===== config.mk =====
export PLATFORM = sky130hd
export DESIGN_NAME = pin_deglitch_irq
export DESIGN_NICKNAME = d
export VERILOG_FILES = /design/src/rtl/pdi_pkg.sv /design/src/rtl/pdi_sync.sv /design/src/rtl/pdi_strobe.sv /design/src/rtl/pdi_filter.sv /design/src/rtl/pdi_irq.sv /design/src/rtl/pin_deglitch_irq.sv
export SDC_FILE = /design/constraint.sdc
export NUM_CORES = 1
export LEC_CHECK = 0
export ABC_AREA = 1
export BUFFER_PORTS_ARGS = -buffer_cell sky130_fd_sc_hd__buf_2
export CORE_UTILIZATION = 50
export CTS_BUF_LIST = sky130_fd_sc_hd__clkbuf_4 sky130_fd_sc_hd__clkbuf_8 sky130_fd_sc_hd__clkbuf_16
export DETAILED_ROUTE_END_ITERATION = 10
export PLACE_DENSITY = 0.8
export REMOVE_ABC_BUFFERS = 1
export SYNTH_ARGS = -nofsm -noshare
export SYNTH_HDL_FRONTEND = slang
export SYNTH_SLANG_ARGS = --single-unit

===== constraint.sdc =====
create_clock -name clk -period 2.5 [get_ports clk]
set_input_delay 0.125 -clock clk [delete_from_list [all_inputs] [get_ports clk]]
set_output_delay 0.125 -clock clk [all_outputs]
set_load 0.02 [all_outputs]

===== src/rtl/pdi_pkg.sv =====
`timescale 1ns/1ps
package pdi_pkg;

  typedef enum logic {
    IRQ_LEVEL = 1'b0,
    IRQ_RISE  = 1'b1
  } pdi_irq_mode_e;

  // Edge latch update: a new event outranks a clear in the same cycle.
  function automatic logic pdi_latch_next(input logic held, input logic set_evt,
                                          input logic clr);
    return set_evt | (held & ~clr);
  endfunction

  // Interrupt output selection for the two modes.
  function automatic logic pdi_irq_pick(input pdi_irq_mode_e mode, input logic en,
                                        input logic level, input logic held);
    logic src;
    src = (mode == IRQ_RISE) ? held : level;
    return en & src;
  endfunction

endpackage


===== src/rtl/pdi_sync.sv =====
`timescale 1ns/1ps
module pdi_sync #(
  parameter int STAGES = 2
) (
  input  logic clk,
  input  logic rst_n,
  input  logic d_i,
  output logic q_o
);
  logic [STAGES-1:0] chain_q;

  generate
    if (STAGES == 1) begin : g_one
      always_ff @(posedge clk or negedge rst_n) begin
        if (!rst_n) chain_q <= '0;
        else        chain_q <= d_i;
      end
    end else begin : g_many
      always_ff @(posedge clk or negedge rst_n) begin
        if (!rst_n) chain_q <= '0;
        else        chain_q <= {chain_q[STAGES-2:0], d_i};
      end
    end
  endgenerate

  assign q_o = chain_q[STAGES-1];
endmodule


===== src/rtl/pdi_strobe.sv =====
`timescale 1ns/1ps
module pdi_strobe #(
  parameter int CNT_W = 16,
  parameter int SEL_W = 4
) (
  input  logic             clk,
  input  logic             rst_n,
  input  logic [CNT_W-1:0] tick_i,
  input  logic [SEL_W-1:0] sel_i,
  output logic             strobe_o
);
  logic bit_now;
  logic bit_prev_q;

  assign bit_now = tick_i[sel_i];

  // Reset to 1 so that a selected bit already high at reset release
  // does not produce a spurious sample.
  always_ff @(posedge clk or negedge rst_n) begin
    if (!rst_n) bit_prev_q <= 1'b1;
    else        bit_prev_q <= bit_now;
  end

  assign strobe_o = bit_now & ~bit_prev_q;
endmodule


===== src/rtl/pdi_filter.sv =====
`timescale 1ns/1ps
module pdi_filter #(
  parameter int MATCH_W = 4
) (
  input  logic               clk,
  input  logic               rst_n,
  input  logic               strobe_i,
  input  logic               sample_i,
  input  logic [MATCH_W-1:0] limit_i,
  output logic               level_o,
  output logic               rise_o
);
  logic               level_q;
  logic [MATCH_W-1:0] run_q;
  logic               differs;
  logic               run_done;
  logic               accept;

  function automatic logic run_reached(input logic [MATCH_W-1:0] run,
                                       input logic [MATCH_W-1:0] limit);
    return run >= limit;
  endfunction

  always_comb begin
    differs  = sample_i ^ level_q;
    run_done = run_reached(run_q, limit_i);
    accept   = strobe_i & differs & run_done;
  end

  always_ff @(posedge clk or negedge rst_n) begin
    if (!rst_n) begin
      level_q <= 1'b0;
      run_q   <= '0;
    end else if (strobe_i) begin
      if (!differs) begin
        run_q <= '0;
      end else if (run_done) begin
        level_q <= sample_i;
        run_q   <= '0;
      end else begin
        run_q <= run_q + 1'b1;
      end
    end
  end

  assign level_o = level_q;
  assign rise_o  = accept & sample_i;
endmodule


===== src/rtl/pdi_irq.sv =====
`timescale 1ns/1ps
module pdi_irq
  import pdi_pkg::*;
(
  input  logic          clk,
  input  logic          rst_n,
  input  logic          rise_i,
  input  logic          clear_i,
  input  logic          level_i,
  input  logic          en_i,
  input  pdi_irq_mode_e mode_i,
  output logic          irq_o,
  output logic          latch_o
);
  logic held_q;

  always_ff @(posedge clk or negedge rst_n) begin
    if (!rst_n) held_q <= 1'b0;
    else        held_q <= pdi_latch_next(held_q, rise_i, clear_i);
  end

  assign latch_o = held_q;
  assign irq_o   = pdi_irq_pick(mode_i, en_i, level_i, held_q);
endmodule


===== src/rtl/pin_deglitch_irq.sv =====
`timescale 1ns/1ps
module pin_deglitch_irq
  import pdi_pkg::*;
#(
  parameter int CNT_W       = 16,
  parameter int MATCH_W     = 4,
  parameter int SYNC_STAGES = 2
) (
  input  logic                     clk,
  input  logic                     rst_n,
  input  logic                     pin_raw,
  input  logic                     cfg_invert,
  input  logic [$clog2(CNT_W)-1:0] cfg_rate_sel,
  input  logic [MATCH_W-1:0]       cfg_match_cnt,
  input  logic                     cfg_irq_en,
  input  logic                     cfg_irq_edge,
  input  logic [CNT_W-1:0]         tick_count,
  input  logic                     irq_clear,
  output logic                     filt_level,
  output logic                     irq
);
  localparam int SEL_W = $clog2(CNT_W);

  // Named internal events, visible to the bound checker.
  logic sync_pin;
  logic cond_sample;
  logic strobe_w;
  logic rise_w;
  logic edge_latch;

  pdi_sync #(.STAGES(SYNC_STAGES)) sync_i (
    .clk(clk), .rst_n(rst_n), .d_i(pin_raw), .q_o(sync_pin)
  );

  assign cond_sample = sync_pin ^ cfg_invert;

  pdi_strobe #(.CNT_W(CNT_W), .SEL_W(SEL_W)) strobe_i (
    .clk(clk), .rst_n(rst_n), .tick_i(tick_count), .sel_i(cfg_rate_sel),
    .strobe_o(strobe_w)
  );

  pdi_filter #(.MATCH_W(MATCH_W)) filter_i (
    .clk(clk), .rst_n(rst_n), .strobe_i(strobe_w), .sample_i(cond_sample),
    .limit_i(cfg_match_cnt), .level_o(filt_level), .rise_o(rise_w)
  );

  pdi_irq irq_i (
    .clk(clk), .rst_n(rst_n), .rise_i(rise_w), .clear_i(irq_clear),
    .level_i(filt_level), .en_i(cfg_irq_en),
    .mode_i(pdi_irq_mode_e'(cfg_irq_edge)),
    .irq_o(irq), .latch_o(edge_latch)
  );
endmodule


==> results.txt, run 1 <==
- Path category of the worst min-delay check: input port to register
- First-pass GRT wire length: 2.77 mm
- Syn Inst Count: 111
- Slowest Stage Delay on Critical Path: 410 ps
- Remaining DRCs: 0
- Total of buffers placed on input and output ports: 32
- After the first detailed-routing iteration, the DRC count stood at 7.
- Maximum count of clock buffers along a single path: 2
* Total track usage: 0.205
- Of all nets on the critical path, the largest fanout is 4.
- # H-tree levels: 1
- Pin placement for this block handled 33 I/O pins.
* RSZ-0062 raised after global routing: no
- For this run, the post-layout net count is 185.
- Worst path cell trace: ha_1 -> inv_1 -> nor2_1 -> o21ai_0 -> nand3_1 -> and2b_1 -> nand2_1 -> o21ai_2
- Multiplexer share of the synthesized area: 0
- The repair_antennas step left the layout with diodes totalling 0.
- The routed design has 1.57 mm of wire.
- Number of synthesized register bits: 9
* Critical path class: register to register
* Full die area: 1730 um^2
- Worst EP arrival: 1800 ps
* Post-CTS setup buffer count: 0
- Number of placement rows: 13
- Of the total synthesized cell area, the portion taken by full adders, half adders and majority gates is 0.0797.
* Status: finished, final reports clean
* Count of warnings emitted by yosys: 0
- The count of nets left with antenna violations once routing finished came out at 0.
* Number of maximum-capacitance constraint violations: 0
- In this run the tightest slew margin relative to its limit is 0.842.
* Unique cell type count in the Yosys netlist: 20
- Antenna violations before repair: 0
* P per Cell Area: 547 nW/um^2
* Area of the multi-input gates: 442 um^2
* Final sum of negative setup slack: 0 ps
- Of the total synthesized cell area, the portion taken by XOR and XNOR cells is 0.0335.
- In the final routed layout, each cell accounts on average for 9.64 um.
- The average instance in the mapped netlist occupies 7.07 um^2.
- Compared with the post-synthesis result, the final layout area differs by 27.8%.
- Ratio of final minimum period to clock period: 0.638
- Before antenna repair, the detailed router went through 4 iterations.
- Drt via density: 4.84
* Main combinational cell family by area after synthesis: simple AND/OR/NAND/NOR gates
- Final hold violation count: 0
- After floorplanning, the core was sized to cover 1380 um^2.
- Half-perimeter wire length after detailed placement: 1.33 mm
- Maximum operating frequency: 627 MHz
- Max Transition Viols Final: 0
* Overall power after layout: 0.000548 W
* Fraction of layout cells with a size suffix above 1: 0.365
* Largest net degree at the start of global routing: 10
- Number of clock sinks seen by CTS: 9
* Number of global-route vias before repair: 743
* Slowest stage cell on the critical path: sky130_fd_sc_hd__dfrtp_1
- Via Count: 789
- For this design the static power due to leakage is 0.633 nW.
* Area used by sequential logic in the layout: 226 um^2
- Number of failing setup endpoints in the final timing report: 0
- Of the synthesized area, sequential elements account for 0.289.
- At the worst endpoint, the required time is 2700 ps.
- Global routing finished with a remaining overflow of 0.
- The worst setup path is captured at a register.
* Largest vdd supply drop: 241 uV
- Compound-Gate Fraction of Synth Area: 0.0702
- GPL Wtd Cong: 0.748
- The worst setup path is launched from a register.
- Initial standard-cell utilization of the core: 0.567
- TritonCTS built the clock tree.
- Overall die height: 41.6 um
- Post-route minimum period: 1590 ps
* Clk slew on worst S/H paths: 60 ps
* Mapped cell area: 785 um^2
* Worst slew pin tran: 237 ps
- Final-layout fill cell count: 130
- Of the total synthesized cell area, the portion taken by AND, OR, NAND and NOR gates is 0.380.
- Die extent in x: 41.6 um
- CTS Root Cell: sky130_fd_sc_hd__clkbuf_4
- Final Skew: 4.70 ps
* Source-to-sink clock delay at the later pin of the worst-skew pair: 270 ps
- Clock tree synthesis inserted a total of 3 buffers.
## worst paths after layout
path / cells past startpoint / from / end / slack, ps
setup / recovery: 8 / filter_i.run_q[1] / filter_i.run_q[2] / 910
hold / removal: 3 / irq_clear / irq_i.latch_o / 100
setup reg to reg: 8 / filter_i.run_q[1] / filter_i.run_q[2] / 910
hold reg to reg: 0 / sync_i.chain_q[0] / sync_i.chain_q[1] / 350
max in group asynchronous: 2 / rst_n / strobe_i.bit_prev_q / 2020
min in group asynchronous: 2 / rst_n / filter_i.run_q[3] / 230
## layer usage
metal	share of wire	GRT usage	vias to the layer above
li1	-	-	414
met1	0.40	0.227	347
met2	0.53	0.372	24
met3	0.046	0.0304	4
met4	0.019	0.110	0
met5	0	0	-
## registers in the layout, indices dropped and copies added (netlist names)
name / flops
irq_i.latch_o: 1
filter_i.run_q: 4
strobe_i.bit_prev_q: 1
filter_i.level_o: 1
sync_i.chain_q: 2
## synth_stat cells, drive strengths merged
master   n  area share
nand2   36        0.20
inv     26        0.13
nand3   16        0.13
dfrtp    8        0.26
o21ai    6       0.057
ha       5       0.080
nor2     4       0.022
xor2     3       0.033
a21oi    2       0.013
and2b    1      0.0096
buf      1       0.014
dfstp    1       0.033
nand4    1      0.0080
or2      1      0.0080
## critical path, delay by kind of cell, from the launching register on
kind,cells,cell delay [ps]
buffers and inverters,1,60
adders and majority gates,1,300
DFF,1,410
and+or+nand+nor,4,500
AOI/OAI and AO/OA,2,260
## kinds of logic after synthesis
| kind of cell | Yosys count |
|---|---|
| DFF | 9 |
| adders and majority gates | 5 |
| buffers and inverters | 27 |
| xor gates and xnor gates | 3 |
| and+or+nand+nor | 59 |
| AOI/OAI and AO/OA | 8 |
## layout make-up
type                    instances  share of cell area
clock buffers                   4              0.0300
repair buffers                 34               0.180
inverters                      26               0.105
flip-flops and latches          9               0.226
multi-input cells              75               0.441
well taps                      15              0.0187
## stage by stage
step           hold WS, ps  worst slack [ps]  utilization  cells  instance area, um^2
2_1_floorplan         -171              1050            -    110                  773
3_3_place_gp         -18.1               987        0.689    157                  952
3_5_place_dp         -14.1               915        0.689    157                  952
4_1_cts               96.7               902        0.725    163                 1000
5_1_grt                110               797        0.725    163                 1000
6_report               101               905        0.725    163                 1000
## power by group
part / internal [W] / total, W / switching [W] / leakage (nW)
Combinational: 0.0000924 / 0.000221 / 0.000128 / 0.500
Clock: 0.0000725 / 0.000126 / 0.0000531 / 0.0184
Sequential: 0.000173 / 0.000202 / 0.0000283 / 0.115
## timing repair
action / in CTS / in global routing
hold endpoints to repair: 10 / 0
hold buffers: 2 / 0
resized for setup: 0 / 0
endpoints found under the setup margin: 0 / 0
## cells in the final DEF (no fill, tap or decap)
master / netlist / layout
sky130_fd_sc_hd__nand2_1: 30 / 30
sky130_fd_sc_hd__or2_2: 1 / 1
sky130_fd_sc_hd__nand2_4: 2 / 2
sky130_fd_sc_hd__xor2_1: 3 / 3
sky130_fd_sc_hd__nor2_1: 3 / 3
sky130_fd_sc_hd__dlygate4sd3_1: 0 / 2
sky130_fd_sc_hd__inv_8: 1 / 1
sky130_fd_sc_hd__dfrtp_1: 8 / 8
sky130_fd_sc_hd__a21oi_1: 2 / 2
sky130_fd_sc_hd__and2b_1: 1 / 1
sky130_fd_sc_hd__o21ai_0: 2 / 2
sky130_fd_sc_hd__nand3_1: 12 / 12
sky130_fd_sc_hd__buf_2: 0 / 32
sky130_fd_sc_hd__nand3_2: 4 / 4
sky130_fd_sc_hd__nand4_1: 1 / 1
sky130_fd_sc_hd__inv_1: 25 / 25
sky130_fd_sc_hd__clkbuf_4: 0 / 4
sky130_fd_sc_hd__o21ai_2: 4 / 4
sky130_fd_sc_hd__ha_1: 5 / 5
sky130_fd_sc_hd__nand2_2: 4 / 4
sky130_fd_sc_hd__dfstp_2: 1 / 1
sky130_fd_sc_hd__nor2_2: 1 / 1
Note: power is estimated with default switching activity, not from simulation.
==> run 2: changes to the inputs <==
Settings changed: CORE_UTILIZATION 50 to 42, PLACE_DENSITY 0.8 to 0.71.
Clock period 2.5 ns to 1.3 ns, I/O delays scaled along.
==> results.txt, run 2 (synthesis results as in run 1) <==
* Number of nets in the layout: 192 (+3.8%)
* Worst Setup End Kind: register
- The number of nets still failing antenna checks after routing came to 0 (unchanged).
- The largest registers in the layout are filter_i.run_q x4, sync_i.chain_q x2.
* Number of design-rule violations left by the first detailed-router iteration: 9 (+2)
- The count of unresolved DRC violations after routing is 0 (unchanged).
- The average routed wire per standard cell is 9.07 um (-5.9%).
* Path category of the worst min-delay check: input port to register
- Clk network pwr share: 0.201 (-0.028)
- Source-to-sink clock delay at the later pin of the worst-skew pair: 270 ps (about the same)
* Post-route minimum period: 1480 ps (-111 ps)
- The final max-slew violation count was 0 (unchanged).
- Half-perimeter wire length after detailed placement: 1.26 mm (-5.5%)
* Commonest cells after routing, fill and taps aside: sky130_fd_sc_hd__buf_2, sky130_fd_sc_hd__nand2_1, sky130_fd_sc_hd__inv_1
- The setup skew after layout was 10.3 ps (+5.64 ps).
- The net switching power was 0.000460 W (+120%).
- First-pass GRT wire length: 2.66 mm (-4.0%)
* Post-layout instance area: 1120 um^2 (+12%)
* RSZ-0062 raised after global routing: yes
- The critical path goes through ha_4 -> nand2_2 -> inv_2 -> nand3_2 -> nand3_2 -> and2b_2 -> nand2_2 -> o21ai_2.
- P per Cell Area: 1070 nW/um^2 (+96%)
- # H-tree levels: 1 (unchanged)
- The highest layer touched by signal routing is met4.
- The floorplan die width is 45.2 um (+8.7%).
* Via Count: 817 (+3.5%)
* Combinational power share: 0.492 (+0.089)
* CTS Buf Count: 3 (unchanged)
* Sequential Power Share: 0.308 (-0.060)
- Crit-path max FO: 3 (-1)
* Number of maximum-capacitance constraint violations: 0 (unchanged)
* CTS Root Cell: sky130_fd_sc_hd__clkbuf_4
- The final wirelength came to 1.63 mm (+3.9%).
- The static power due to leakage is 0.672 nW (+6.2%).
* Clk slew on worst S/H paths: 70 ps (about the same)
* Slew margin rel.: 0.814 (-0.0280)
- Drt via density: 4.54 (-6.2%)
* Switch share: 0.382 (-0.000463)
- The first-pass iteration count of the detailed router is 4 (unchanged).
- Number of clock sinks seen by CTS: 9 (unchanged)
- The instance area at placement came to 1000 um^2 (+5.3%).
* Slowest Stage Delay on Critical Path: 410 ps (about the same)
- Register bank with the most flops: filter_i.run_q
- Number of diodes: 0 (unchanged)
* Slowest stage cell on the critical path: sky130_fd_sc_hd__dfrtp_1
- Violated checks: negative setup slack
- Worst slew pin tran: 279 ps (+41.9 ps)
- The data arrival at the endpoint of the critical path was 1650 ps (-150 ps).
- The setup violation total in the final timing report came to 6 (+6).
- Total track usage: 0.182 (-0.0239)
* Number of flip-flops under the largest register name: 4 (unchanged)
- Gr ovfl total: 0 (unchanged)
- The initial antenna violation count is 0 (unchanged).
- I/O pins: 33 (unchanged)
- Ratio of final minimum period to clock period: 1.14 (+0.504)
* Clock tree from TritonCTS: done
- The worst path setup slack after routing was -184 ps (-1090 ps).
- Leaving out fill and tap cells, the most frequent cell in the layout is sky130_fd_sc_hd__buf_2.
* Full die area: 2040 um^2 (+18%)
- GPL Wtd Cong: 0.802 (+7.2%)
* Final hold violation count: 0 (unchanged)
* Endpoint required time on the critical path: 1460 ps (-1240 ps)
- Sum of met2 wire segment lengths after detailed routing: 829 um (-0.24%)
* Sum of routed wire segments on met1: 685 um (+7.7%)
- Overall die height: 45.2 um (+8.7%)
* Fraction of layout cells with a size suffix above 1: 0.484 (+0.119)
* Hold slack: 43.1 ps (-57.9 ps)
- Status: finished, violations left
* Internal power consumption: 0.000743 W (+120%)
- The total of buffers placed on input and output ports was 32 (unchanged).
- Number of global-route vias before repair: 720 (-3.1%)
- Startpoint types: register
* Area inside the core boundary: 1750 um^2 (+26%)
- Initial standard-cell utilization of the core: 0.449 (-0.118)
- The number of rows created at floorplan was 15 (+2).
- Critical path class: register to register
* Wire length on met3: 93 um (+29%)
* Maximum operating frequency: 674 MHz (+7.5%)
- Compared with the post-synthesis result, the final layout area differs by 43.1%.
- Largest net degree at the start of global routing: 10 (unchanged)
- Largest vdd supply drop: 468 uV (+94%)
- The worst-case clock buffer depth is 2 (unchanged).
-- run 2: cell types whose count changed in the layout (fill, tap and decap cells not counted), sizes merged --
cell	previous run	this run
buf	32	39
-- run 2: metal layers --
metal | vias up | global-route usage
met3 | 4 | 0.0400
met2 | 28 | 0.313
li1 | 426 | -
met1 | 359 | 0.192
met4 | 0 | 0.133
met5 | - | 0
-- run 2: worst paths after layout --
check / depth (start not counted) / endpoint / start / slack, ps
setup / recovery: 8 / filter_i.run_q[1] / filter_i.run_q[3] / -180
hold / removal: 3 / irq_i.latch_o / irq_clear / 40
setup reg to reg: 8 / filter_i.run_q[1] / filter_i.run_q[3] / -180
hold reg to reg: 0 / sync_i.chain_q[1] / sync_i.chain_q[0] / 350
max in group asynchronous: 2 / strobe_i.bit_prev_q / rst_n / 860
min in group asynchronous: 2 / filter_i.run_q[2] / rst_n / 180
-- run 2: power by group through the flow --
stage	combinational, W	clock, W	sequential (W)
after floorplan	0.000276	0	0.000393
after global placement	0.000470	0	0.000368
after detailed placement	0.000483	0	0.000370
after CTS	0.000544	0.000253	0.000370
after global routing	0.000660	0.000266	0.000373
final	0.000591	0.000241	0.000370
-- run 2: through the flow --
stage	cells	util	setup TNS [ps]	setup slack, ps	power, W
2_1_floorplan	110	-	-578	-153	0.000670
3_3_place_gp	172	0.574	-722	-181	0.000838
3_5_place_dp	172	0.574	-1030	-228	0.000853
4_1_cts	180	0.629	-887	-202	0.00117
5_1_grt	180	0.643	-1210	-248	0.00130
6_report	180	0.643	-803	-184	0.00120
-- run 2: cell type report --
class	count	area (um^2)
flip-flops and latches	9	226
multi-input cells	75	497
fillers	165	623
repair buffers	41	233
clock buffers	4	30.0
inverters	26	105
well taps	25	31.3
-- run 2: critical path: cells and delay by family, from the launching register on --
kind                       cells  cell delay, ps
AOI/OAI and AO/OA              1              50
adders and majority gates      1             280
buffers and inverters          1              70
DFF                            1             410
and+or+nand+nor                5             570
-- run 2: what timing repair did --
action	in CTS	in global routing
setup buffers	2	0
pin swaps	10	9
cloned	0	0
hold buffers	2	0
gates resized for setup	9	6
hold endpoints to repair	10	0
endpoints found under the setup margin	6	6
==> run 3: changes to the inputs <==
Settings changed: SKIP_CTS_REPAIR_TIMING from default to 1.
==> results.txt, run 3 (synthesis results as in run 1) <==
- The area of the core came to 1750 um^2 (unchanged).
- The worst setup path is captured at a register.
* Number of global-route vias before repair: 680 (-5.6%)
* Clk network pwr share: 0.208 (+0.007)
- The final estimated routing congestion in global placement was 0.802 (unchanged).
- Static Leakage: 0.661 nW (-1.7%)
- The clock-pin slew reported for the worst setup and hold paths after clock tree synthesis is 70 ps (about the same).
- Number of design-rule violations left by the first detailed-router iteration: 10 (+1)
- STA classifies the critical path startpoint as a register.
- The number of flip-flops in the largest register was 4 (unchanged).
- Path category of the worst min-delay check: input port to register
- The initial standard-cell utilization of the core came to 0.449 (unchanged).
- The post-route worst hold slack was 42.4 ps (-0.660 ps).
- Number of maximum-capacitance constraint violations: 0 (unchanged)
- Beginning of the worst register-to-register path: filter_i.run_q[3]
* Total of buffers placed on input and output ports: 32 (unchanged)
- The number of antenna cells inserted is 0 (unchanged).
- Slew margin rel.: 0.838 (+0.0245)
- Worst slew pin tran: 242 ps (-36.6 ps)
- RSZ-0062 raised after global routing: yes
* Worst path cell trace: ha_4 -> nand2_2 -> inv_2 -> nand3_2 -> nand3_2 -> nand2_1 -> inv_2 -> nand3_1 -> nand2_1 -> nand2_1
* Final hold violation count: 0 (unchanged)
* Number of failing setup endpoints in the final timing report: 6 (unchanged)
- Total track usage: 0.172 (-0.00916)
- Most prevalent standard cell on the critical path: sky130_fd_sc_hd__nand2_1
- On the critical path the largest part of the delay comes from simple AND/OR/NAND/NOR gates.
- Switch share: 0.380 (-0.00207)
- Clock tree from TritonCTS: done
- The worst path setup slack after routing was -193 ps (-8.52 ps).
* ANT nets after route: 0 (unchanged)
- The root buffer cell chosen for the clock tree is sky130_fd_sc_hd__clkbuf_4.
- The number of buffers and inverters on the critical path came to 2 (+1).
- The placed wire-length estimate was 1.26 mm (unchanged).
- Via Count: 807 (-1.2%)
- The instance area at placement is 1000 um^2 (unchanged).
- The required time of the critical path came to 1450 ps (about the same).
- The number of standard cells in the final layout excluding fillers is 178 (-1.1%).
- The post-layout net count was 190 (-1.0%).
- The library cells used most frequently in the layout, excluding fill and tap cells, are sky130_fd_sc_hd__buf_2, sky130_fd_sc_hd__nand2_1, sky130_fd_sc_hd__inv_1.
* Maximum operating frequency: 670 MHz (-0.57%)
- The data arrival at the endpoint of the critical path was 1640 ps (about the same).
- Critical path class: register to register
* Sequential Power Share: 0.315 (+0.007)
* Final-layout fill cell count: 170 (+3.0%)
* Growth of design area from synthesis to finish: 40.7%
* Ratio of final minimum period to clock period: 1.15 (+0.00656)
- Violated checks: negative setup slack
- Leaving out fill and tap cells, the most frequent cell in the layout is sky130_fd_sc_hd__buf_2.
- The total power was 0.00117 W (-2.5%).
- Slowest Stage Delay on Critical Path: 410 ps (about the same)
- More flip-flops sit in one register than any other, and that register is filter_i.run_q.
* # H-tree levels: 1 (unchanged)
* Overall die height: 45.2 um (unchanged)
- The power density over the cells came to 1060 nW/um^2 (-0.80%).
- The average routed wire per standard cell is 9.22 um (+1.7%).
* Maximum count of clock buffers along a single path: 2 (unchanged)
* Max Transition Viols Final: 0 (unchanged)
- The number of rows created at floorplan is 15 (unchanged).
- Source-to-sink clock delay at the later pin of the worst-skew pair: 270 ps (about the same)
- The ratio of routed vias to standard cells was 4.53 (-0.11%).
- First-pass detailed-route iteration total: 4 (unchanged)
- The TritonCTS sink count came to 9 (unchanged).
- The area of all placed cells without fillers came to 1100 um^2 (-1.7%).
- The flow ran to the end, but the final reports show violations.
- Remaining DRCs: 0 (unchanged)
- Combinational power share: 0.477 (-0.015)
- Largest registers ranked by flip-flop count: filter_i.run_q x4, sync_i.chain_q x2
* I/O pins: 33 (unchanged)
* Slowest stage cell on the critical path: sky130_fd_sc_hd__dfrtp_1
- Worst hold start: irq_clear
- The floorplan die width is 45.2 um (unchanged).
* Largest vdd supply drop: 462 uV (-1.1%)
* Placed Cells: 172 (unchanged)
* Power dissipated by switching net loads: 0.000446 W (-3.0%)
- Final Skew: 12.6 ps (+2.25 ps)
* Post-route minimum period: 1490 ps (+8.52 ps)
- The initial antenna violation count was 0 (unchanged).
* Crit-path max FO: 3 (unchanged)
- CTS Buf Count: 3 (unchanged)
- The global route total overflow is 0 (unchanged).
- The global-route wire length before repair is 2.53 mm (-4.7%).
* Core utilization of the finished layout: 0.632 (-0.0108)
- The internal power came to 0.000727 W (-2.1%).
- The critical path starts at filter_i.run_q[3].
* Final wirelength: 1.64 mm (+0.55%)
* Full die area: 2040 um^2 (unchanged)
* Largest net degree at the start of global routing: 10 (unchanged)
* Fraction of layout cells with a size suffix above 1: 0.471 (-0.0133)
-- run 3: worst reg2reg max path, delay by kind of cell (launching register included) --
family | cells | cell delay [ps]
adders and majority gates | 1 | 290
and+or+nand+nor | 7 | 540
buffers and inverters | 2 | 160
DFF | 1 | 410
-- run 3: metrics by stage --
stage | TNS [ps] | setup WS [ps]
floorplan | -578 | -153
global placement | -722 | -181
detailed placement | -1030 | -228
CTS | -1220 | -258
global route | -1160 | -246
finish | -764 | -193
-- run 3: final timing paths --
check                                       to  slack (ps)  cells after the start
max                           filter_i.level_o        -190                     10
max in group asynchronous  strobe_i.bit_prev_q         860                      2
min in group asynchronous    filter_i.run_q[2]         180                      2
min                              irq_i.latch_o          40                      3
max reg2reg                   filter_i.level_o        -190                     10
min reg2reg                  sync_i.chain_q[1]         350                      0
-- run 3: per-layer routing --
| metal | track usage | wire, um | up-vias |
|---|---|---|---|
| met5 | 0 | 0 | - |
| met4 | 0.109 | 53 | 0 |
| met3 | 0.0240 | 89 | 6 |
| met2 | 0.304 | 812 | 30 |
| met1 | 0.192 | 685 | 348 |
| li1 | - | - | 423 |
-- run 3: power by group through the flow --
| stage | registers (W) | logic (W) | clock network [W] |
|---|---|---|---|
| 3_5_place_dp | 0.000370 | 0.000483 | 0 |
| 5_1_grt | 0.000373 | 0.000627 | 0.000264 |
| 3_3_place_gp | 0.000368 | 0.000470 | 0 |
| 2_1_floorplan | 0.000393 | 0.000276 | 0 |
| 4_1_cts | 0.000366 | 0.000489 | 0.000253 |
| 6_report | 0.000369 | 0.000559 | 0.000244 |
-- run 3: area by class of cell --
type | instances | area, um^2 | area share
timing repair buffer | 39 | 218 | 0.197
tap | 25 | 31.3 | 0.0283
sequential | 9 | 226 | 0.205
clock buffer | 4 | 30.0 | 0.0272
inverter | 26 | 105 | 0.0952
multi-input combinational | 75 | 493 | 0.447
